`src/rtl/imgsum_pkg.sv`:
```
package imgsum_pkg;
  typedef enum logic {
    MODE_GEN = 1'b0,
    MODE_CHK = 1'b1
  } sum_mode_e;
endpackage

```
`src/rtl/imgsum_rst_sync.sv`:
```
module imgsum_rst_sync #(
  parameter int STAGES = 2
) (
  input  logic clk,
  input  logic rst_n,
  output logic rst_ok_o
);
  localparam int LAST = STAGES - 1;

  logic [LAST:0] chain_q;
  logic [LAST:0] chain_d;

  generate
    if (STAGES == 1) begin : g_single
      always_comb chain_d = 1'b1;
    end else begin : g_chain
      always_comb chain_d = {chain_q[LAST-1:0], 1'b1};
    end
  endgenerate

  always_ff @(posedge clk or negedge rst_n) begin
    if (!rst_n) chain_q <= '0;
    else        chain_q <= chain_d;
  end

  assign rst_ok_o = chain_q[LAST];
endmodule

```
`src/rtl/imgsum_accum.sv`:
```
module imgsum_accum #(
  parameter int W_DATA = 8
) (
  input  logic              clk,
  input  logic              rst_ok,
  input  logic              take_i,
  input  logic [W_DATA-1:0] byte_i,
  input  logic              close_i,
  output logic [W_DATA-1:0] total_o,
  output logic              start_o,
  output logic [W_DATA-1:0] acc_o
);
  logic [W_DATA-1:0] acc_q, acc_d;
  logic              open_q, open_d;
  logic              beat_en;
  logic [W_DATA-1:0] addend;

  assign beat_en = take_i | close_i;
  assign addend  = take_i ? byte_i : '0;
  assign total_o = acc_q + addend;
  assign start_o = beat_en & ~open_q;
  assign acc_o   = acc_q;

  always_comb begin
    acc_d  = acc_q;
    open_d = open_q;
    if (beat_en) begin
      acc_d  = close_i ? '0 : total_o;
      open_d = ~close_i;
    end
  end

  always_ff @(posedge clk or negedge rst_ok) begin
    if (!rst_ok) begin
      acc_q  <= '0;
      open_q <= 1'b0;
    end else begin
      acc_q  <= acc_d;
      open_q <= open_d;
    end
  end
endmodule

```
`src/rtl/imgsum_verdict.sv`:
```
module imgsum_verdict
  import imgsum_pkg::*;
#(
  parameter int W_DATA = 8
) (
  input  logic              clk,
  input  logic              rst_ok,
  input  logic              close_i,
  input  logic              start_i,
  input  sum_mode_e         mode_i,
  input  logic [W_DATA-1:0] total_i,
  output logic              done_o,
  output logic [W_DATA-1:0] sum_o,
  output logic              pass_o
);
  logic              done_q, done_d;
  logic [W_DATA-1:0] sum_q, sum_d;
  logic              pass_q, pass_d;
  logic              total_zero;
  logic [W_DATA-1:0] neg_total;

  assign total_zero = (total_i == '0);
  assign neg_total  = '0 - total_i;

  always_comb begin
    done_d = close_i;
    sum_d  = sum_q;
    pass_d = pass_q;
    if (close_i) begin
      sum_d  = neg_total;
      pass_d = (mode_i == MODE_CHK) & total_zero;
    end else if (start_i) begin
      pass_d = 1'b0;
    end
  end

  always_ff @(posedge clk or negedge rst_ok) begin
    if (!rst_ok) begin
      done_q <= 1'b0;
      sum_q  <= '0;
      pass_q <= 1'b0;
    end else begin
      done_q <= done_d;
      sum_q  <= sum_d;
      pass_q <= pass_d;
    end
  end

  assign done_o = done_q;
  assign sum_o  = sum_q;
  assign pass_o = pass_q;

  a_r4_pass_means_zero_code: assert property (@(posedge clk) disable iff (!rst_ok)
    (done_q && pass_q) |-> (sum_q == '0));
  a_r8_pass_rises_only_at_done: assert property (@(posedge clk) disable iff (!rst_ok)
    $rose(pass_q) |-> done_q);
endmodule

```
`src/rtl/image_checksum_engine.sv`:
```
module image_checksum_engine
  import imgsum_pkg::*;
#(
  parameter int W_DATA     = 8,
  parameter int RST_STAGES = 2
) (
  input  logic              clk,
  input  logic              rst_n,
  input  logic              mode_i,
  input  logic              byte_vld_i,
  input  logic [W_DATA-1:0] byte_i,
  input  logic              last_i,
  output logic [W_DATA-1:0] sum_o,
  output logic              done_o,
  output logic              pass_o
);
  logic              rst_ok;
  logic [W_DATA-1:0] total;
  logic [W_DATA-1:0] acc_now;
  logic              start;
  sum_mode_e         mode_e;

  assign mode_e = sum_mode_e'(mode_i);

  imgsum_rst_sync #(.STAGES(RST_STAGES)) u_rst (
    .clk      (clk),
    .rst_n    (rst_n),
    .rst_ok_o (rst_ok)
  );

  imgsum_accum #(.W_DATA(W_DATA)) u_accum (
    .clk     (clk),
    .rst_ok  (rst_ok),
    .take_i  (byte_vld_i),
    .byte_i  (byte_i),
    .close_i (last_i),
    .total_o (total),
    .start_o (start),
    .acc_o   (acc_now)
  );

  imgsum_verdict #(.W_DATA(W_DATA)) u_verdict (
    .clk     (clk),
    .rst_ok  (rst_ok),
    .close_i (last_i),
    .start_i (start),
    .mode_i  (mode_e),
    .total_i (total),
    .done_o  (done_o),
    .sum_o   (sum_o),
    .pass_o  (pass_o)
  );

  a_r3_done_follows_last: assert property (@(posedge clk) disable iff (!rst_ok)
    last_i |=> done_o);
  a_r3_done_needs_last: assert property (@(posedge clk) disable iff (!rst_ok)
    done_o |-> $past(last_i));
  a_r6_total_cleared_at_done: assert property (@(posedge clk) disable iff (!rst_ok)
    done_o |-> (acc_now == '0));
  a_r5_generate_never_passes: assert property (@(posedge clk) disable iff (!rst_ok)
    (done_o && !$past(mode_i)) |-> !pass_o);
endmodule

```
`config.mk`:
```
export PLATFORM = sky130hd
export DESIGN_NAME = image_checksum_engine
export DESIGN_NICKNAME = d
export VERILOG_FILES = /design/src/rtl/imgsum_pkg.sv /design/src/rtl/imgsum_rst_sync.sv /design/src/rtl/imgsum_accum.sv /design/src/rtl/imgsum_verdict.sv /design/src/rtl/image_checksum_engine.sv
export SDC_FILE = /design/constraint.sdc
export NUM_CORES = 1
export LEC_CHECK = 0
export ABC_AREA = 1
export BUFFER_PORTS_ARGS = -buffer_cell sky130_fd_sc_hd__buf_2
export CAP_MARGIN = 20
export CORE_MARGIN = 3
export CORE_UTILIZATION = 55
export CTS_CLUSTER_DIAMETER = 200
export DETAILED_ROUTE_END_ITERATION = 10
export HOLD_SLACK_MARGIN = 0.08
export PLACE_DENSITY = 0.78
export SLEW_MARGIN = 5
export SYNTH_ARGS = -nofsm -noshare
export SYNTH_HDL_FRONTEND = slang
export SYNTH_SLANG_ARGS = --single-unit
```
`constraint.sdc`:
```
create_clock -name clk -period 0.8 [get_ports clk]
set_input_delay 0.04 -clock clk [delete_from_list [all_inputs] [get_ports clk]]
set_output_delay 0.04 -clock clk [all_outputs]
set_load 0.1 [all_outputs]
```
==> impl_summary.md, run 1 <==
Outcome
The flow did not finish. The terminating stage of the flow is 5_1_grt. The tool reported: "[ERROR DPL-0038] Utilization greater than 100%, impossible to legalize".

Die
The overall die width is 56.70 um. The number of placement rows is 17. The count of boundary I/O pins is 23.

The y dimension of the die is 56.70 um. The starting density of the core is 60.98%.

Logic synthesis
By area, the combinational part of the netlist is dominated by simple AND/OR/NAND/NOR gates. The synthesized netlist contains 29 unique library cells. The cell count after synthesis came out at 183.

The simple-gate share of the synthesized area is 34.16%. The flop and latch count out of synthesis is 21. The number of warnings issued by yosys is 0. The share of the yosys chip area belonging to registers is 37.17%. Counting every net in the synthesized netlist gives 205. The mean instance size in the synthesized netlist is 7.726 um^2.

After Yosys synthesis, full adders, half adders and majority gates account for 8.496% of the synthesized area. Of the total synthesized cell area, the portion taken by XOR and XNOR cells is 0.6195%. Of the post-synthesis cell area, the part taken by muxes is 0%. The synthesized area is 1414 um^2. The share of the synthesized area in compound gates (AO/OA/AOI/OAI) is 10.00%.

Clock network
The number of clock buffers inserted by TritonCTS is 3. CTS built an H-tree with a depth of 1. The buffer depth of the longest clock path is 2. The number of sinks on the clock net is 21. The clock tree root driver cell is sky130_fd_sc_hd__clkbuf_4.

Place
Port buffering added 22 buffers. Detailed placement ended at an HPWL of 2873 um. The final RePlAce weighted congestion is 0.8636.

GRT
Entering global routing, the biggest net connects 20 pins.

Timing
The critical endpoint after global-route timing repair is u_verdict.sum_o[6]$_DFFE_PN0P_/D. The pin type at the end of the worst path is a register input.
==> cells by family after synthesis <==
group,Yosys count
flip-flops,21
other,1
AND/OR/NAND/NOR,99
XOR/XNOR,1
adder cells (fa/ha/maj),9
AO/OA/AOI/OAI,22
buffers and inverters,30
==> synth_stat cells (all sizes together) <==
cell	instances	area share (%)
nand2	53	16
nand3	31	13
inv	25	6.6
dfrtp	21	37
nor2	13	4.0
o21ai	11	3.9
ha	8	7.1
a21oi	5	2.3
buf	2	1.2
clkinv	2	0.53
o31ai	2	1.4
a21o	1	0.53
a31oi	1	0.44
and2	1	0.62
clkbuf	1	0.97
conb	1	0.27
fa	1	1.4
nand4	1	0.44
o21bai	1	0.53
o22ai	1	0.88
xor2	1	0.62
==> metrics by stage <==
step	cell area, um^2	TNS (ps)	utilization, %	instances	setup WS, ps
4_1_cts	2101	-15780	90.61	260	-1158
3_5_place_dp	1918	-14020	82.73	248	-1133
2_1_floorplan	1518	-11390	-	183	-1031
3_3_place_gp	1918	-12950	82.73	248	-1055
==> timing repair <==
item                                    CTS
hold buffers                              4
buffers inserted                          4
endpoints found under the setup margin   27
pin swaps                                11
gates cloned                              0
resized for setup                        22
hold endpoints to repair                  5
==> inputs of run 2 (changes only) <==
--- a/config.mk
+++ b/config.mk
@@ -8,12 +8,10 @@
 export ABC_AREA = 1
 export BUFFER_PORTS_ARGS = -buffer_cell sky130_fd_sc_hd__buf_2
 export CAP_MARGIN = 20
-export CORE_MARGIN = 3
-export CORE_UTILIZATION = 55
-export CTS_CLUSTER_DIAMETER = 200
+export CORE_AREA = 3 3 64 66
 export DETAILED_ROUTE_END_ITERATION = 10
-export HOLD_SLACK_MARGIN = 0.08
-export PLACE_DENSITY = 0.78
+export DIE_AREA = 0 0 67 69
+export PLACE_DENSITY_LB_ADDON = 0.15
 export SLEW_MARGIN = 5
 export SYNTH_ARGS = -nofsm -noshare
 export SYNTH_HDL_FRONTEND = slang
==> impl_summary.md, run 2 <==
Outcome
The run finished, with violations left. The final reports fail on setup timing.

Timing
The final critical-path setup slack is -1141 ps. The final-report max-slew violation count came to 0. Derived from the worst setup path, the maximum achievable clock frequency is 515.2 MHz.

The shortest period the worst path allows is 1941 ps. For the final database, setup skew stands at 4.954 ps. The number of hold-slack violations in the final timing report was 0. Setup violations remaining at the end of the flow were counted as 27. In the final timing run, aggregate negative setup slack is -14750 ps. Setup repair after global routing could not meet its margin everywhere.

The worst path uses 242.6% of the clock period.

Drt
For this run, design rule violations remaining after detail routing come to 0. Dividing the detail-routed via count by the number of cells gives 4.909. In this run the remaining antenna-violating nets after routing total 0. The number of vias after detailed routing is 1404. For this run, the detailed router's first-pass iteration total came to 4. The initial detailed-routing violation count is 70. After detailed routing, the total wire length is 3626 um.

After detailed routing, the average wire length per cell comes to 12.68 um.

GRT
Entering global routing, the biggest net connects 19 pins. The first global-routing pass estimated 6161 um of wire. The initial antenna violation count is 0. Global routing consumed, over all layers together, 16.97% of the routing resources.

The total overflow left after global routing is 0. The number of global-route vias before repair came to 1365.

Clock network
The number of H-tree levels is 1. The clock tree root driver cell is sky130_fd_sc_hd__clkbuf_8. The number of clock buffers inserted by TritonCTS is 3. TritonCTS built the clock tree. Counting every sink on the clock net gives 21. The clock latency of the later-clocked register in the worst-skew pair is 260 ps.

The clock-pin slew of the registers on the worst-case setup and hold paths is 80 ps. The buffer depth of the longest clock path is 2.

Logic synthesis
The share of the yosys chip area belonging to registers is 37.17%. After synthesis, the cell types taking the most area are sky130_fd_sc_hd__dfrtp_1 37%, sky130_fd_sc_hd__nand2_1 12%, sky130_fd_sc_hd__nand3_1 8.8%. In the synthesized netlist, the number of instances is 183. The synthesized design devotes to its leading area cell type 37.17% of total area.

Counting every net in the synthesized netlist gives 205. The synthesized design contains 0 enable-type register cells. The dominant cell by count in the synthesized netlist is sky130_fd_sc_hd__nand2_1.

The largest area contributor in the synthesized netlist is sky130_fd_sc_hd__dfrtp_1. For this run, asynchronously set or reset flops after synthesis account for 100.0%. The prevailing post-synth register cell is sky130_fd_sc_hd__dfrtp_1. The flop and latch count out of synthesis is 21. After synthesis the cells add up to 1414 um^2. Ranked by instance count, the synthesized netlist is headed by 44 x sky130_fd_sc_hd__nand2_1, 25 x sky130_fd_sc_hd__nand3_1, 22 x sky130_fd_sc_hd__inv_1. The number of warnings issued by yosys is 0. The mean instance size in the synthesized netlist is 7.726 um^2. The number of distinct library cells after synthesis is 29.

Pwr
The power density normalized to cell area is 1823 nW/um^2. Overall power consumption after layout is estimated at 4241 uW. In this run the static leakage power is 0.001145 uW. VDD sags by at most 1.521 mV.

Critical path
The arrival time at the worst endpoint is 2100 ps. The path type of the worst setup path is reg -> reg. The kind of end point of the critical path is a register.

The depth of the most critical reg-to-reg path is 10. The reg-to-reg critical path startpoint is u_accum.acc_o[0]$_DFFE_PN0N_. The startpoint type of the worst setup path is a register.

The endpoint identified for the worst register-to-register timing path is u_verdict.sum_o[6]$_DFFE_PN0P_. The maximum fanout encountered on the critical timing path is 3. The required arrival time at the worst endpoint is 960 ps.

Setup slack on the worst reg-to-reg path comes out at -1140 ps.

Finish
The fraction of final layout cells sized beyond drive strength 1 is 53.36%. Compared with the post-synthesis result, the final layout area differs by 64.51%. Measured on the finished design, the core utilization comes to 64.02%. The library cells used most frequently in the layout, excluding fill and tap cells, are 36 x sky130_fd_sc_hd__nand2_1, 26 x sky130_fd_sc_hd__buf_4, 19 x sky130_fd_sc_hd__inv_1, 19 x sky130_fd_sc_hd__nand3_1, 12 x sky130_fd_sc_hd__buf_2. The most common cell after layout, fill and taps aside is sky130_fd_sc_hd__nand2_1. The antenna diode count is 0. The post-layout net count is 261.

Die
The placeable core region is 3633 um^2. The number of placement rows is 22. The initial utilization of the core area, before any placement, comes to 38.91%. The count of boundary I/O pins is 23. In this run the vertical extent of the chip is 69 um. The overall die width is 67 um.

The overall die area is 4623 um^2.

Place
The number of port buffers is 22. Summed over all nets, the half-perimeter wirelength after detailed placement is 2643 um. The congestion estimate from routability-driven global placement came to 0.9400.

Flow run
Max-cap violations in this run came to 0.

Min path
The path category of the worst min-delay check is reg -> async.
## run 2: how the worst max path moves through the flow
| stage | start | cells past startpoint | slack (ps) | to |
|---|---|---|---|---|
| floorplan | u_accum.acc_o[0]$_DFFE_PN0N_ | 10 | -1030 | u_verdict.sum_o[6]$_DFFE_PN0P_ |
| global placement | u_accum.acc_o[0]$_DFFE_PN0N_ | 10 | -1120 | u_verdict.sum_o[6]$_DFFE_PN0P_ |
| detailed placement | u_accum.acc_o[0]$_DFFE_PN0N_ | 10 | -1150 | u_verdict.sum_o[6]$_DFFE_PN0P_ |
| CTS | u_accum.acc_o[0]$_DFFE_PN0N_ | 10 | -1150 | u_verdict.sum_o[6]$_DFFE_PN0P_ |
| global route | u_accum.acc_o[0]$_DFFE_PN0N_ | 11 | -1250 | u_verdict.sum_o[7]$_DFFE_PN0P_ |
| finish | u_accum.acc_o[0]$_DFFE_PN0N_ | 10 | -1140 | u_verdict.sum_o[6]$_DFFE_PN0P_ |
## run 2: critical path: stages (launching register included)
cell and delay [ps]:
sky130_fd_sc_hd__dfrtp_1 390, sky130_fd_sc_hd__ha_4 150, sky130_fd_sc_hd__inv_2 40, sky130_fd_sc_hd__fa_2 620
sky130_fd_sc_hd__ha_4 150, sky130_fd_sc_hd__and2_4 160, sky130_fd_sc_hd__nand3_4 80, sky130_fd_sc_hd__inv_4 70
sky130_fd_sc_hd__nand3_4 60, sky130_fd_sc_hd__nand3_1 80, sky130_fd_sc_hd__nand2_1 50
## run 2: where the power goes
part / switching, uW / total [uW] / internal (uW)
combinational: 1310 / 2220 / 903
clock: 335 / 690 / 355
sequential: 133 / 1330 / 1200
## run 2: cells by family (layout without fill, tap and decap cells)
group | count (synthesis) | after routing | synth area share (%)
buf+inv | 30 | 85 | 9.292
flops | 21 | 21 | 37.17
fa+ha+maj | 9 | 9 | 8.496
simple gates | 99 | 99 | 34.16
xor+xnor | 1 | 1 | 0.6196
other cells | 1 | 1 | 0.2652
compound gates | 22 | 22 | 10.00
## run 2: layer usage
metal,global-route usage [%],share of wire (%),vias to the layer above
met3,1.954,3.1,6
li1,-,-,699
met2,26.86,50,37
met5,0,0,-
met1,22.87,44,662
met4,7.432,2.2,0
## run 2: metrics by stage
step / hold slack (ps) / instance area [um^2] / std cells / setup WS, ps
global placement: -173.9 / 2008 / 275 / -1116
finish: 48.16 / 2326 / 286 / -1141
global route: 54.55 / 2326 / 286 / -1250
CTS: 50.20 / 2167 / 283 / -1149
detailed placement: -171.4 / 2008 / 275 / -1147
floorplan: -255.6 / 1518 / 183 / -1031
## run 2: final cells by class
type	instances	area, um^2
Clock buffer	4	45.04
Multi-Input combinational cell	132	1039
Sequential cell	21	540.5
Fill cell	313	1308
Tap cell	48	60.06
Inverter	27	111.4
Timing Repair Buffer	54	530.5
## run 2: what timing repair did
action                     4_1_cts  5_1_grt
setup buffers                    3        4
resized for setup               19       37
hold buffers                     1        0
hold endpoints to repair         2        0
setup endpoints to repair       27       27
pin swaps                       13       25
No activity file was read; power rests on OpenSTA's default activity.
